### src/rtl/vsel_pkg.sv
package vsel_pkg;

    localparam int NPH   = 3;
    localparam int WORDW = 2 * NPH;

    typedef enum logic [1:0] {
        RAIL_A   = 2'b00,
        RAIL_B   = 2'b01,
        RAIL_C   = 2'b10,
        RAIL_BAD = 2'b11
    } rail_e;

    typedef enum logic [1:0] {
        VK_ZERO,
        VK_INNER,
        VK_OUTER,
        VK_ILLEGAL
    } vkind_e;

    typedef enum logic [1:0] {
        MEM_EMPTY,
        MEM_ACTIVE,
        MEM_ZEROED
    } mem_e;

    // Sort a phase word into zero, inner, outer or illegal by its level span.
    function automatic vkind_e classify(input logic [WORDW-1:0] w);
        logic [1:0] mn;
        logic [1:0] mx;
        logic       bad;
        vkind_e     k;
        mn  = 2'd2;
        mx  = 2'd0;
        bad = 1'b0;
        for (int i = 0; i < NPH; i++) begin
            if (w[2*i +: 2] == RAIL_BAD) bad = 1'b1;
            else begin
                if (w[2*i +: 2] < mn) mn = w[2*i +: 2];
                if (w[2*i +: 2] > mx) mx = w[2*i +: 2];
            end
        end
        if (bad)                  k = VK_ILLEGAL;
        else if (mx == mn)        k = VK_ZERO;
        else if (mx - mn == 2'd1) k = VK_INNER;
        else                      k = VK_OUTER;
        return k;
    endfunction

    // Pick one member of an inner redundant pair: hi=0 gives A/B, hi=1 gives B/C.
    function automatic logic [WORDW-1:0] inner_member(input logic [WORDW-1:0] w,
                                                      input logic hi);
        logic              has_c;
        logic [WORDW-1:0]  r;
        has_c = 1'b0;
        for (int i = 0; i < NPH; i++)
            if (w[2*i +: 2] == RAIL_C) has_c = 1'b1;
        for (int i = 0; i < NPH; i++) begin
            r[2*i +: 2] = w[2*i +: 2];
            if (has_c && !hi)      r[2*i +: 2] = w[2*i +: 2] - 2'd1;
            else if (!has_c && hi) r[2*i +: 2] = w[2*i +: 2] + 2'd1;
        end
        return r;
    endfunction

    // Rail used by most phases; phase a wins when all three differ.
    function automatic logic [1:0] zero_rail(input logic [WORDW-1:0] w);
        logic [1:0] pa;
        logic [1:0] pb;
        logic [1:0] pc;
        pa = w[1:0];
        pb = w[3:2];
        pc = w[5:4];
        if (pa == pb || pa == pc) return pa;
        if (pb == pc)             return pb;
        return pa;
    endfunction

    function automatic logic [WORDW-1:0] uniform_word(input logic [1:0] r);
        return {NPH{r}};
    endfunction

endpackage

### src/rtl/vsel_balance.sv
module vsel_balance #(
    parameter int VW      = 12,
    parameter int CAP_REF = 2048,
    parameter int CAP_TOL = 64
) (
    input  logic          clk,
    input  logic          rst_n,
    input  logic          cap_stb,
    input  logic [VW-1:0] cap1_v,
    input  logic [VW-1:0] cap2_v,
    output logic          pair_hi
);
    localparam logic [VW:0] LIM_HI = (VW+1)'(CAP_REF + CAP_TOL);
    localparam logic [VW:0] LIM_LO = (VW+1)'(CAP_REF - CAP_TOL);

    logic [VW:0] v1_ext;
    logic [VW:0] v2_ext;
    logic        off_band;

    always_comb begin
        v1_ext   = {1'b0, cap1_v};
        v2_ext   = {1'b0, cap2_v};
        off_band = (v1_ext > LIM_HI) || (v1_ext < LIM_LO) ||
                   (v2_ext > LIM_HI) || (v2_ext < LIM_LO);
    end

    always_ff @(posedge clk) begin
        if (!rst_n)                    pair_hi <= 1'b0;
        else if (cap_stb && off_band)  pair_hi <= ~pair_hi;
    end

    // no strobe, no change
    a_r8_no_strobe_hold: assert property (@(posedge clk) disable iff (!rst_n)
        !cap_stb |=> $stable(pair_hi));

    // both samples inside band keep the flag
    a_r8_in_band_hold: assert property (@(posedge clk) disable iff (!rst_n)
        (cap_stb && {1'b0, cap1_v} <= LIM_HI && {1'b0, cap1_v} >= LIM_LO &&
         {1'b0, cap2_v} <= LIM_HI && {1'b0, cap2_v} >= LIM_LO) |=> $stable(pair_hi));

endmodule

### src/rtl/vsel_zero_track.sv
module vsel_zero_track
    import vsel_pkg::*;
(
    input  logic             clk,
    input  logic             rst_n,
    input  logic             act_load,
    input  logic [WORDW-1:0] act_word,
    input  logic             zero_apply,
    output logic [WORDW-1:0] zero_word,
    output mem_e             mem_state
);
    mem_e             mem_q;
    mem_e             mem_d;
    logic [WORDW-1:0] last_q;

    // State register and active-vector memory
    always_ff @(posedge clk) begin
        if (!rst_n) begin
            mem_q  <= MEM_EMPTY;
            last_q <= '0;
        end else begin
            mem_q <= mem_d;
            if (act_load) last_q <= act_word;
        end
    end

    // Next-state logic
    always_comb begin
        mem_d = mem_q;
        unique case (mem_q)
            MEM_EMPTY:  if (act_load) mem_d = MEM_ACTIVE;
            MEM_ACTIVE: if (act_load) mem_d = MEM_ACTIVE;
                        else if (zero_apply) mem_d = MEM_ZEROED;
            MEM_ZEROED: if (act_load) mem_d = MEM_ACTIVE;
            default:    mem_d = MEM_EMPTY;
        endcase
    end

    // Output process
    always_comb begin
        unique case (mem_q)
            MEM_EMPTY: zero_word = uniform_word(RAIL_A);
            default:   zero_word = uniform_word(zero_rail(last_q));
        endcase
        mem_state = mem_q;
    end

    // a zero request alone never leaves the empty state
    a_r6_zero_keeps_empty: assert property (@(posedge clk) disable iff (!rst_n)
        (mem_q == MEM_EMPTY && !act_load) |=> mem_q == MEM_EMPTY);

endmodule

### src/rtl/vector_state_selector.sv
module vector_state_selector
    import vsel_pkg::*;
#(
    parameter int VW      = 12,
    parameter int CAP_REF = 2048,
    parameter int CAP_TOL = 64
) (
    input  logic          clk,
    input  logic          rst_n,
    input  logic          req_valid,
    input  logic          req_zero,
    input  logic [5:0]    req_code,
    input  logic          cap_stb,
    input  logic [VW-1:0] cap1_v,
    input  logic [VW-1:0] cap2_v,
    output logic [5:0]    phase_out
);
    vkind_e           req_kind;
    logic             pair_hi;
    logic             act_load;
    logic             zero_apply;
    logic [WORDW-1:0] zero_word;
    logic [WORDW-1:0] next_word;
    mem_e             mem_state;

    vsel_balance #(
        .VW      (VW),
        .CAP_REF (CAP_REF),
        .CAP_TOL (CAP_TOL)
    ) u_balance (
        .clk     (clk),
        .rst_n   (rst_n),
        .cap_stb (cap_stb),
        .cap1_v  (cap1_v),
        .cap2_v  (cap2_v),
        .pair_hi (pair_hi)
    );

    vsel_zero_track u_track (
        .clk        (clk),
        .rst_n      (rst_n),
        .act_load   (act_load),
        .act_word   (next_word),
        .zero_apply (zero_apply),
        .zero_word  (zero_word),
        .mem_state  (mem_state)
    );

    always_comb begin
        req_kind   = classify(req_code);
        zero_apply = req_valid && req_zero;
        act_load   = req_valid && !req_zero &&
                     (req_kind == VK_INNER || req_kind == VK_OUTER);
        if (req_zero) begin
            next_word = zero_word;
        end else begin
            unique case (req_kind)
                VK_INNER:   next_word = inner_member(req_code, pair_hi);
                VK_ILLEGAL: next_word = uniform_word(RAIL_A);
                default:    next_word = req_code;
            endcase
        end
    end

    always_ff @(posedge clk) begin
        if (!rst_n)         phase_out <= '0;
        else if (req_valid) phase_out <= next_word;
    end

    // output holds without a request
    a_r2_hold_idle: assert property (@(posedge clk) disable iff (!rst_n)
        !req_valid |=> $stable(phase_out));

    // output is always a legal word
    a_r2_out_legal: assert property (@(posedge clk) disable iff (!rst_n)
        classify(phase_out) != VK_ILLEGAL);

    // outer and constant non-zero requests pass through
    a_r3_pass_through: assert property (@(posedge clk) disable iff (!rst_n)
        (req_valid && !req_zero && (req_kind == VK_OUTER || req_kind == VK_ZERO))
        |=> phase_out == $past(req_code));

    // illegal request forces AAA
    a_r9_illegal_to_a: assert property (@(posedge clk) disable iff (!rst_n)
        (req_valid && !req_zero && req_kind == VK_ILLEGAL) |=> phase_out == '0);

    // zero request yields a uniform word
    a_r4_zero_uniform: assert property (@(posedge clk) disable iff (!rst_n)
        zero_apply |=> (phase_out[1:0] == phase_out[3:2] && phase_out[3:2] == phase_out[5:4]));

    // inner request yields an inner word
    a_r7_inner_member: assert property (@(posedge clk) disable iff (!rst_n)
        (req_valid && !req_zero && req_kind == VK_INNER) |=> classify(phase_out) == VK_INNER);

    // before any active vector a zero request gives AAA
    a_r6_empty_zero_a: assert property (@(posedge clk) disable iff (!rst_n)
        (zero_apply && mem_state == MEM_EMPTY) |=> phase_out == '0);

endmodule

### config.mk
export PLATFORM = sky130hd
export DESIGN_NAME = vector_state_selector
export DESIGN_NICKNAME = d
export VERILOG_FILES = /design/src/rtl/vsel_pkg.sv /design/src/rtl/vsel_balance.sv /design/src/rtl/vsel_zero_track.sv /design/src/rtl/vector_state_selector.sv
export SDC_FILE = /design/constraint.sdc
export NUM_CORES = 1
export LEC_CHECK = 0
export ABC_AREA = 1
export ABC_CLOCK_PERIOD_IN_PS = 11980
export BUFFER_PORTS_ARGS = -buffer_cell sky130_fd_sc_hd__buf_2
export CAP_MARGIN = 20
export CORE_MARGIN = 1.5
export CORE_UTILIZATION = 41
export DETAILED_ROUTE_END_ITERATION = 6
export HOLD_SLACK_MARGIN = 0.06
export PLACE_DENSITY_LB_ADDON = 0.3
export SYNTH_ARGS = -nofsm -noshare
export SYNTH_HDL_FRONTEND = slang
export SYNTH_SLANG_ARGS = --single-unit
export TNS_END_PERCENT = 1
### constraint.sdc
create_clock -name clk -period 11.98 [get_ports clk]
set_clock_uncertainty 0.2 [all_clocks]
set_input_delay 1.797 -clock clk [delete_from_list [all_inputs] [get_ports clk]]
set_output_delay 1.797 -clock clk [all_outputs]
set_load 0.01 [all_outputs]
; Word level (Yosys, flattened, before mapping)
; Cells that the tools add are included.
[totals]
register_bits = 15
mem_count = 0
romBits = 0
input_bits = 35
latch_bits = 0
out_inout_bits = 6
ramBits = 0
[classes]
bitwise = 1
shifts = 0
n_div = 0
n_eq_ne = 18
reduce_logical = 17
n_lt_le_gt_ge = 10
n_mux = 45
n_addsub = 7
multipliers = 0
[op_table]
columns = operator, n
row1 = 2-bit 2-to-1 mux, 28
row2 = "12-bit greater-than comparator, second input constant", 2
row3 = "12-bit by 11-bit < comparator with 1-bit output, second input constant", 2
row4 = "2-bit equality test, second input constant", 9
row5 = 1-bit 2-to-1 mux, 13
row6 = 6-bit 2-to-1 mux, 2
row7 = 6-bit case mux with 2 select lines, 1
row8 = 2-bit equality test, 4
row9 = "2-bit by 1-bit adder with 2-bit output, second input constant", 3
row10 = "2-bit by 1-bit equality test with 1-bit output, second input constant", 3
row11 = 1-bit logical AND, 6
row12 = "2-bit by 1-bit subtractor with 2-bit output, second input constant", 3
row13 = 1-bit logical OR, 5
row14 = 2-bit greater-than comparator, 2
row15 = 2-bit < comparator, 2
row16 = 2-bit case mux with 2 select lines, 1
row17 = 1-bit zero test, 3
row18 = "3-bit by 2-bit != test with 1-bit output, second input constant", 1
row19 = "2-bit by 1-bit greater-than comparator with 1-bit output, second input constant", 1
row20 = 2-bit zero test, 1
row21 = "2-bit < comparator, second input constant", 1
row22 = "2-bit by 1-bit != test with 1-bit output, second input constant", 1
row23 = 2-bit AND reduction, 1
row24 = 2-bit OR reduction, 1
row25 = 2 further kinds, 2

; Logic depth before layout (Yosys ltp)
; Gate-level depths: netlist (run 1).
[depth]
ltp_word = 23
ltp_mapped = 27

; Cells and area by module
; A second synthesis (run 1) with hierarchy kept.
[unflattened]
hier_cells = 301
hier_area_um2 = 1725.4
[by_module_without_submodules]
columns = mod, area_each_um2, instances, cells_per_inst
row1 = vector_state_selector, 1094.8, 1, 192
row2 = vsel_zero_track, 360.3, 1, 51
row3 = vsel_balance, 270.3, 1, 58

; Least setup slack after synthesis (run 1)
; No wires, ideal clock.
[synth_timing]
path_kind = in2reg
startpoint = input port req_code[0]
endpoint = register u_track.last_q[1]
n_path_buf = 0
setup_slack_ns = 6.705
arrival_ns = 5.020
setup_time_ns = 0.056
stages = 24
path_cell_list = inv_1 ha_1 inv_1 ha_1 or2_2 nand2_1 a32o_1 ha_1 inv_1 o221ai_1 nor2_1 a21oi_1 ha_1 inv_1 nand3_4 a21boi_0 ha_1 inv_1 nand2_1 nor2_2 inv_1 a21oi_1 nand2_1 inv_1
[synth_via]
elab_chain_len = 17
elab_cells_between_ends = 48
cone_classes = add/sub (3) / order compare (6) / eq/ne (7) / mux (27) / reduce/logical (5)
[synth_lines]
columns = element, line_no
row1 = from (decl), vector_state_selector.sv:12  ; input logic [5:0] req_code,
row2 = 2-bit by 1-bit greater-than comparator with 1-bit output or 2-bit < comparator (tied branches), "vsel_pkg.sv:39, vsel_pkg.sv:38"
row3 = "2-bit 2-to-1 mux, on equally long branches", "vsel_pkg.sv:39, vsel_pkg.sv:38"
row4 = 2-bit 2-to-1 mux, vsel_pkg.sv:36  ; if (w[2*i +: 2] == RAIL_BAD) bad = 1'b1;
row5 = 2-bit greater-than comparator or 2-bit < comparator (tied branches), "vsel_pkg.sv:39, vsel_pkg.sv:38"
row6 = "2-bit 2-to-1 mux, on equally long branches", "vsel_pkg.sv:39, vsel_pkg.sv:38"
row7 = 2-bit 2-to-1 mux, vsel_pkg.sv:36
row8 = 2-bit greater-than comparator or 2-bit < comparator (tied branches), "vsel_pkg.sv:39, vsel_pkg.sv:38"
row9 = "2-bit 2-to-1 mux, on equally long branches", "vsel_pkg.sv:39, vsel_pkg.sv:38"
row10 = 2-bit 2-to-1 mux, vsel_pkg.sv:36
row11 = 2-bit subtractor, vsel_pkg.sv:44  ; else if (mx - mn == 2'd1) k = VK_INNER;
row12 = 2-bit by 1-bit equality test with 1-bit output, vsel_pkg.sv:44
row13 = 2-bit 2-to-1 mux, vsel_pkg.sv:44
row14 = 2-bit 2-to-1 mux, vsel_pkg.sv:43  ; else if (mx == mn) k = VK_ZERO;
row15 = 2-bit 2-to-1 mux, vsel_pkg.sv:42  ; if (bad) k = VK_ILLEGAL;
row16 = "2-bit equality test, or another cell as far along", vector_state_selector.sv:57  ; unique case (req_kind)
row17 = 6-bit case mux with 2 select lines or 1-bit logical OR (tied branches), "vector_state_selector.sv:57, vector_state_selector.sv:53"
row18 = 6-bit 2-to-1 mux or 1-bit logical AND (tied branches), "vector_state_selector.sv:54, vector_state_selector.sv:52"
row19 = to (signal assigned), vsel_zero_track.sv:23  ; if (act_load) last_q <= act_word;
row20 = to (decl), vsel_zero_track.sv:14  ; logic [WORDW-1:0] last_q;
; Several ways; a longest one is shown, not always the timed one. The select of a mux whose other input is x is not followed.
; A chain may end at the register's enable or synchronous reset.

; Final worst setup path (run 1)
[layout_timing]
startpoint = input port req_code[0]
endpoint = register u_track.last_q[5]
; The elaborated chain is that of the path after synthesis.

==> impl_metrics.toml, run 1 <==
[pwr]
internal-power_mw = 0.107
power.sequential.fraction_pct = 33.5
irDropWorstVdd_uv = 56.5
p_leak_nw = 1.05
switching_share_pct = 37.7
clock_group_share_of_total_power_pct = 23.6
switching_power_mw = 0.0644
combPwrFrac_pct = 42.9
power.density_mw_per_mm2 = 90.5

[timing]
max_slew.worst_pin.slew_ps = 477
setup-violations-final = 0
sum_neg_setup_slack_ps = 0
max_slew_margin_pct = 68.0
grt_setup_unrepaired = "false"
timing.final.max_slew_violations = 0
final.setup.worst_slack_ps = 6490
hold_viol = 0
finalCritPeriodShare_pct = 45.9
final_period_minus_worst_setup_slack_ps = 5490
max_freq_ghz = 0.182

[floorplanning]
die_height_um = 65.3
floorplan.die.width_um = 65.3
placementRows = 22
initial_utilization_pct = 43.1
core-area_mm2 = 0.00369
fp.dieArea_mm2 = 0.00426
ios = 41

[clocking]
cts.htree.levels = 1
cts-root-buf = "clkbuf_8"
numClockSinks = 15
clkLatencyLatePin_ps = 250
postCtsSetupBuffers = 0
tritoncts_clock_tree = "done"
post_cts_resized = 0
postCtsHoldBufs = 0
tritoncts.num_buffers = 3
clock_path_buffers = 2
clkSlewWorstSetupHoldPaths_ps = 60

[setup_path]
critPathArrivalTime_ps = 5490
rr_endpoint = "phase_out[2]"
cpMostUsedCell = "inv_1"
timing.setup.critical_path_class = "input pin to flip-flop"
timing.critical_path.slowest_cell_delay_ps = 310
path_delay_family = "adder cells"
data_required_time_of_the_critical_path_ps = 11970
slowest_stage = "or2_2"
r2r-start = "u_balance.pair_hi"
end_kind = "flip-flop"
timing.critical_path.fanout_max = 9
ff2ff_path_depth = 11
regToRegSetupSlack_ps = 10170
worstSetupStartpointType = "input pin"
worst-path-buf-inv = 8

[placement]
detailed_place.area_mm2 = 0.00184
dp.final_hpwl_um = 2800
pre_cts_ws_ps = 6240
gpl.final_weighted_congestion = 0.877
io_buffer_count = 40

[routing]
viasPerCell = 4.81
dr.first_iter.drc_count = 73
totalWireLength_um = 3400
drt_first_pass_iters = 4
postRouteAntennaNets = 0
drc_errors = 0
dr_total_vias = 1694
routed_wire_length_per_instance_um = 9.67

[grt]
first_global_vias = 1477
grt-ovfl-total = 0
grt_first_pass_wirelength_um = 6020
pin_count_of_the_biggest_net_entering_global_routing = 15
gr-usage-all-layers_pct = 17.4
grt_antenna_before_repair = 0

[hold_path]
hold_class = "flip-flop to flip-flop"
hold_path_startpoint = "u_track.mem_state[1]"
worst_hold_path_stage_count = 2
min_delay_worst_endpoint = "u_track.mem_state[1]"

[yosys]
synth.net_count = 316
synth_warnings = 0
synth_area_leaders = "dfxtp_1 19%, nand2_1 16%, ha_1 15%, inv_1 12%, nand3_1 9.8%"
synthesis.area_mm2 = 0.00159
synthDistinctLibCells = 31
ys_ff_latch = 15
netlist_instances = 262
avgSynthCellArea_um2 = 6.06
yosys.area.top_type_share_pct = 18.9
sequential_to_total_area_share_from_yosys_stat_pct = 18.9
synth_top_cell_by_area = "dfxtp_1"

[final_layout]
commonest_non_fill_non_tap_cell_in_the_layout = "nand2_1"
area_growth_syn_to_layout_pct = 18.8
finish.net_count = 359
mostFrequentLayoutCells = "67 x nand2_1, 49 x inv_1, 40 x buf_2, 31 x nand3_1, 27 x nor2_1"
final_layout_size_suffix_gt1_share_pct = 19.1
antenna-diode-count = 0
postLayoutCellArea_mm2 = 0.00189

[flow_run]
drv.max_cap_violation_count = 0

[status]
run_status = "complete, no violations"
## state kept, by name (all words and copies together) (netlist names)
name	flops
phase_out	6
u_balance.pair_hi	1
u_track.last_q	6
u_track.mem_state	2
## power by group through the flow
| stage | Sequential (mW) | Combinational [mW] | Clock [mW] |
|---|---|---|---|
| after detailed placement | 0.0582 | 0.0731 | 0 |
| after floorplan | 0.0587 | 0.0532 | 0 |
| after global routing | 0.0577 | 0.0855 | 0.0438 |
| after global placement | 0.0582 | 0.0723 | 0 |
| final | 0.0572 | 0.0733 | 0.0403 |
| after CTS | 0.0572 | 0.0735 | 0.0421 |
## per-stage QoR
step                utilization (%)  std cells  hold WS, ps  power, mW
floorplan                         -        262          251      0.112
global placement               49.9        348          276      0.131
detailed placement             49.9        348          283      0.131
CTS                            51.2        352          290      0.173
global route                   51.2        352          321      0.187
finish                         51.2        352          292      0.171
## tightest hold or removal path: stages, from the launching register on
cell and delay, ps:
dfxtp_1 310, inv_1 60, a211oi_1 70
## cell usage after synthesis (all sizes together)
library cell / instances
o21ai: 11
o211ai: 1
a32o: 1
nand3b: 1
ha: 19
nand2: 69
nor2: 29
a211oi: 2
o21a: 1
nand4: 4
nor3: 2
inv: 51
a32oi: 1
nor4: 1
dfxtp: 15
or2: 4
o221ai: 1
a21oi: 8
o22ai: 1
o31ai: 2
a21boi: 1
nand3: 35
clkbuf: 2
## worst max-delay path by stage
| stage | endpoint | start | slack, ps | depth (start not counted) |
|---|---|---|---|---|
| after detailed placement | u_track.last_q[5] | req_code[0] | 6240 | 25 |
| after CTS | u_track.last_q[5] | req_code[0] | 6490 | 25 |
| after global placement | u_track.last_q[3] | req_code[0] | 6370 | 25 |
| after global routing | u_track.last_q[2] | req_code[0] | 6110 | 25 |
| final | u_track.last_q[5] | req_code[0] | 6490 | 25 |
| after floorplan | u_track.last_q[1] | req_code[0] | 6700 | 24 |
## logic make-up (layout without fill, tap and decap cells)
family	count (synthesis)	after routing	share of synthesized area [%]
buf+inv	53	95	12.5
flops	15	15	18.9
simple gates	145	145	42.2
fa+ha+maj	19	19	15.0
compound gates	30	30	11.4
## layer usage
| layer | part of all wire (%) | track usage, % |
|---|---|---|
| met5 | 0 | 0 |
| met3 | 5.2 | 3.08 |
| met2 | 44 | 29.3 |
| met4 | 1.1 | 4.43 |
| met1 | 50 | 23.0 |
## cell type report
cell class / instances / area, um2
multi-input combinational: 194 / 1090
inverter: 51 / 191
sequential: 15 / 300
clock inverter: 1 / 5.00
fill: 402 / 1800
tap: 48 / 60.1
clock buffer: 3 / 41.3
timing repair buffer: 40 / 200
No activity file was read; power rests on OpenSTA's default activity.
==> inputs of run 2 (changes only) <==
--- a/config.mk
+++ b/config.mk
@@ -6,7 +6,7 @@
 export NUM_CORES = 1
 export LEC_CHECK = 0
 export ABC_AREA = 1
-export ABC_CLOCK_PERIOD_IN_PS = 11980
+export ABC_CLOCK_PERIOD_IN_PS = 5200
 export BUFFER_PORTS_ARGS = -buffer_cell sky130_fd_sc_hd__buf_2
 export CAP_MARGIN = 20
 export CORE_MARGIN = 1.5
==> constraint.sdc (replaced) <==
create_clock -name clk -period 5.2 [get_ports clk]
set_clock_uncertainty 0.2 [all_clocks]
set_input_delay 0.78 -clock clk [delete_from_list [all_inputs] [get_ports clk]]
set_output_delay 0.78 -clock clk [all_outputs]
set_load 0.01 [all_outputs]
==> impl_metrics.toml, run 2 (synthesis results as in run 1) <==
[status]
run_status = "complete, no violations"

[routing]
drt_first_pass_iters = 4
drt-met1-wl_um = 1680
wl_met2_um = 1480
top_layer = "met4"
drc_errors = 0
route.met3.wl_um = 187
totalWireLength_um = 3380
dr_total_vias = 1695
postRouteAntennaNets = 0
viasPerCell = 4.82
routed_wire_length_per_instance_um = 9.61
dr.first_iter.drc_count = 66

[hold_path]
hold_class = "flip-flop to flip-flop"
worst_hold_path_stage_count = 2
hold_path_startpoint = "u_track.mem_state[0]"

[clocking]
tritoncts.num_buffers = 3
clkSlewWorstSetupHoldPaths_ps = 60
tritoncts_clock_tree = "done"
numClockSinks = 15
clock_path_buffers = 2
cts.htree.levels = 1
clkLatencyLatePin_ps = 250
postCtsSetupBuffers = 0
post_cts_resized = 0
cts-root-buf = "clkbuf_8"
postCtsHoldBufs = 0

[flow_run]
drv.max_cap_violation_count = 0

[setup_path]
rr_endpoint = "u_track.last_q[3]"
ff2ff_path_depth = 13
r2r-start = "u_balance.pair_hi"
timing.critical_path.fanout_max = 9
end_kind = "flip-flop"
path_delay_family = "adder cells"
worstSetupStartpointType = "input pin"
data_required_time_of_the_critical_path_ps = 5200
slowest_stage = "or2_2"
critPathArrivalTime_ps = 4470
endpoint = "u_track.last_q[2]"
timing.critical_path.slowest_cell_delay_ps = 310
regToRegSetupSlack_ps = 3420
path_depth = 25
cpMostUsedCell = "inv_1"
startpoint = "req_code[0]"
timing.setup.critical_path_class = "input pin to flip-flop"
worst-path-buf-inv = 8

[timing]
timing.final.max_slew_violations = 0
finalCritPeriodShare_pct = 86.0
final_period_minus_worst_setup_slack_ps = 4470
setup-violations-final = 0
max_slew.worst_pin.slew_ps = 456
hold_viol = 0
max_freq_ghz = 0.224
grt_setup_unrepaired = "false"
max_slew_margin_pct = 69.4
sum_neg_setup_slack_ps = 0

[floorplanning]
core-area_mm2 = 0.00369
initial_utilization_pct = 43.1
placementRows = 22
ios = 41
die_height_um = 65.3
fp.dieArea_mm2 = 0.00426
floorplan.die.width_um = 65.3

[grt]
grt-ovfl-total = 0
first_global_vias = 1503
grt_first_pass_wirelength_um = 6150
grt_antenna_before_repair = 0
pin_count_of_the_biggest_net_entering_global_routing = 15
gr-usage-all-layers_pct = 17.7

[pwr]
irDropWorstVdd_uv = 159
power.density_mw_per_mm2 = 210
p_leak_nw = 1.05

[placement]
numPlacedInstances = 348
dp.final_hpwl_um = 2780
io_buffer_count = 40
gpl.final_weighted_congestion = 0.877

[final_layout]
fillerInstances = 389
mostFrequentLayoutCells = "67 x nand2_1, 49 x inv_1, 40 x buf_2, 31 x nand3_1, 27 x nor2_1"
final_layout_size_suffix_gt1_share_pct = 19.1
finish.net_count = 359
antenna-diode-count = 0
commonest_non_fill_non_tap_cell_in_the_layout = "nand2_1"
finalNonFillerCells = 352
area_growth_syn_to_layout_pct = 18.8
-- run 2: metrics by stage --
| step | cell area, um2 | hold WS (ps) | worst slack [ps] | power (mW) | util (%) |
|---|---|---|---|---|---|
| floorplan | 1590 | 251 | 942 | 0.258 | - |
| global placement | 1840 | 276 | 605 | 0.301 | 49.9 |
| detailed placement | 1840 | 281 | 504 | 0.302 | 49.9 |
| CTS | 1890 | 289 | 721 | 0.399 | 51.2 |
| global route | 1890 | 323 | 330 | 0.432 | 51.2 |
| finish | 1890 | 294 | 728 | 0.396 | 51.2 |
-- run 2: how the worst min path moves through the flow --
stage | endpoint | slack, ps
after floorplan | u_track.mem_state[1] | 250
after global placement | u_track.mem_state[1] | 280
after detailed placement | u_track.mem_state[1] | 280
after CTS | u_track.mem_state[1] | 290
after global routing | u_track.mem_state[1] | 320
final | u_track.mem_state[0] | 290
-- run 2: final cells by class --
type	instances	area, um2	area share, %
Multi-Input combinational cell	194	1090	57.7
Clock buffer	3	41.3	2.19
Clock inverter	1	5.00	0.265
Inverter	51	191	10.1
Timing Repair Buffer	40	200	10.6
Tap cell	48	60.1	3.18
Sequential cell	15	300	15.9
-- run 2: power breakdown --
group | switching (mW) | internal [mW]
clock network | 0.0421 | 0.0532
logic | 0.103 | 0.0659
registers | 0.00556 | 0.126
total | 0.151 | 0.245
-- run 2: routing by layer --
| layer | GRT usage (%) | up-vias |
|---|---|---|
| met5 | 0 | - |
| met4 | 3.91 | 0 |
| met2 | 30.1 | 51 |
| met3 | 3.77 | 5 |
| li1 | - | 921 |
| met1 | 23.0 | 718 |
-- run 2: tightest hold or removal path: cells and delay by family, from the launching register on --
kind            cells  cell delay (ps)
flops               1              320
compound gates      1               60
buf+inv             1               70
==> inputs of run 3 (changes only) <==
--- a/config.mk
+++ b/config.mk
@@ -10,7 +10,7 @@
 export BUFFER_PORTS_ARGS = -buffer_cell sky130_fd_sc_hd__buf_2
 export CAP_MARGIN = 20
 export CORE_MARGIN = 1.5
-export CORE_UTILIZATION = 41
+export CORE_UTILIZATION = 45
 export DETAILED_ROUTE_END_ITERATION = 6
 export HOLD_SLACK_MARGIN = 0.06
 export PLACE_DENSITY_LB_ADDON = 0.3
==> impl_metrics.toml, run 3 (synthesis results as in run 1) <==
[status]
run_status = "complete, no violations"

[clocking]
tritoncts.num_buffers = 3
clkSlewWorstSetupHoldPaths_ps = 90
tritoncts_clock_tree = "done"
postCtsSetupBuffers = 0
cts-root-buf = "clkbuf_4"
cts.htree.levels = 1
postCtsHoldBufs = 0
clock_path_buffers = 2
post_cts_resized = 0
clkLatencyLatePin_ps = 280
numClockSinks = 15

[pwr]
power.density_mw_per_mm2 = 197
post-layout-total-power_mw = 0.367
p_leak_nw = 1.04
irDropWorstVdd_uv = 99.2

[floorplanning]
core-area_mm2 = 0.00336
floorplan.die.width_um = 62.4
placementRows = 21
ios = 41
die_height_um = 62.4
fp.dieArea_mm2 = 0.00390
initial_utilization_pct = 47.2

[grt]
grt-ovfl-total = 0
pin_count_of_the_biggest_net_entering_global_routing = 15
gr-usage-all-layers_pct = 18.6
grt_antenna_before_repair = 0
first_global_vias = 1579
grt_first_pass_wirelength_um = 6250

[setup_path]
cpMostUsedCell = "inv_1"
timing.critical_path.slowest_cell_delay_ps = 310
r2r-start = "u_balance.pair_hi"
slowest_stage = "or2_2"
end_kind = "flip-flop"
timing.setup.critical_path_class = "input pin to flip-flop"
ff2ff_path_depth = 13
timing.critical_path.fanout_max = 9
worstSetupStartpointType = "input pin"
regToRegSetupSlack_ps = 3390
rr_endpoint = "u_track.last_q[5]"
data_required_time_of_the_critical_path_ps = 5230
critPathArrivalTime_ps = 4520

[routing]
postRouteAntennaNets = 0
totalWireLength_um = 3450
viasPerCell = 4.87
dr.first_iter.drc_count = 78
drt_first_pass_iters = 6
drc_errors = 0
dr_total_vias = 1705
routed_wire_length_per_instance_um = 9.86

[hold_path]
hold_class = "flip-flop to flip-flop"
min_delay_worst_endpoint = "u_track.mem_state[1]"
worst_hold_path_stage_count = 2
hold_path_startpoint = "u_track.mem_state[1]"

[final_layout]
antenna-diode-count = 0
final_layout_size_suffix_gt1_share_pct = 18.8
commonest_non_fill_non_tap_cell_in_the_layout = "nand2_1"
mostFrequentLayoutCells = "67 x nand2_1, 49 x inv_1, 40 x buf_2, 31 x nand3_1, 27 x nor2_1"
area_growth_syn_to_layout_pct = 17.4
finish.net_count = 359
finalCoreUtilization_pct = 55.5

[timing]
hold_viol = 0
max_freq_ghz = 0.223
setup-violations-final = 0
final.setup.worst_slack_ps = 709
final_period_minus_worst_setup_slack_ps = 4490
timing.final.max_slew_violations = 0
sum_neg_setup_slack_ps = 0
finalCritPeriodShare_pct = 86.4
grt_setup_unrepaired = "false"
max_slew.worst_pin.slew_ps = 459
max_slew_margin_pct = 69.3

[placement]
gpl.final_weighted_congestion = 0.815
pre_cts_ws_ps = 447
io_buffer_count = 40
dp.final_hpwl_um = 2880

[flow_run]
drv.max_cap_violation_count = 0
-- run 3: worst max-delay path, delay by kind of cell --
| family | cells | cell delay (ps) |
|---|---|---|
| adder cells (fa/ha/maj) | 5 | 1270 |
| buffers and inverters | 8 | 690 |
| AO/OA/AOI/OAI | 5 | 740 |
| AND/OR/NAND/NOR | 7 | 1030 |
-- run 3: final cells by class --
| class | count | area (um2) |
|---|---|---|
| multi-input combinational | 194 | 1090 |
| sequential | 15 | 300 |
| tap | 46 | 57.6 |
| timing repair buffer | 40 | 200 |
| clock buffer | 4 | 26.3 |
| inverter | 51 | 191 |
| fill | 374 | 1500 |
-- run 3: power breakdown --
part	switching (mW)	internal (mW)	total, mW
logic	0.104	0.0661	0.170
registers	0.00573	0.126	0.132
clock network	0.0356	0.0298	0.0654
total	0.145	0.222	0.367
-- run 3: stage by stage --
step                      hold slack, ps  cell area [um2]  cells
after floorplan                      251             1590    262
after global routing                 331             1870    350
final                                292             1870    350
after CTS                            291             1870    350
after global placement               276             1840    346
after detailed placement             279             1840    346
-- run 3: worst max-delay path by stage --
stage | from | endpoint | slack, ps | cells past startpoint
6_report | req_code[0] | u_track.last_q[5] | 710 | 25
5_1_grt | req_code[0] | u_track.last_q[3] | 330 | 25
4_1_cts | req_code[0] | u_track.last_q[5] | 740 | 25
3_5_place_dp | req_code[0] | u_track.last_q[2] | 450 | 25
3_3_place_gp | req_code[0] | u_track.last_q[4] | 600 | 25
2_1_floorplan | req_code[0] | u_track.last_q[1] | 940 | 24
-- run 3: layer usage --
| metal | routed length [um] | track usage (%) |
|---|---|---|
| met5 | 0 | 0 |
| met1 | 1660 | 24.4 |
| met4 | 0 | 0.833 |
| met3 | 169 | 3.24 |
| met2 | 1620 | 33.6 |
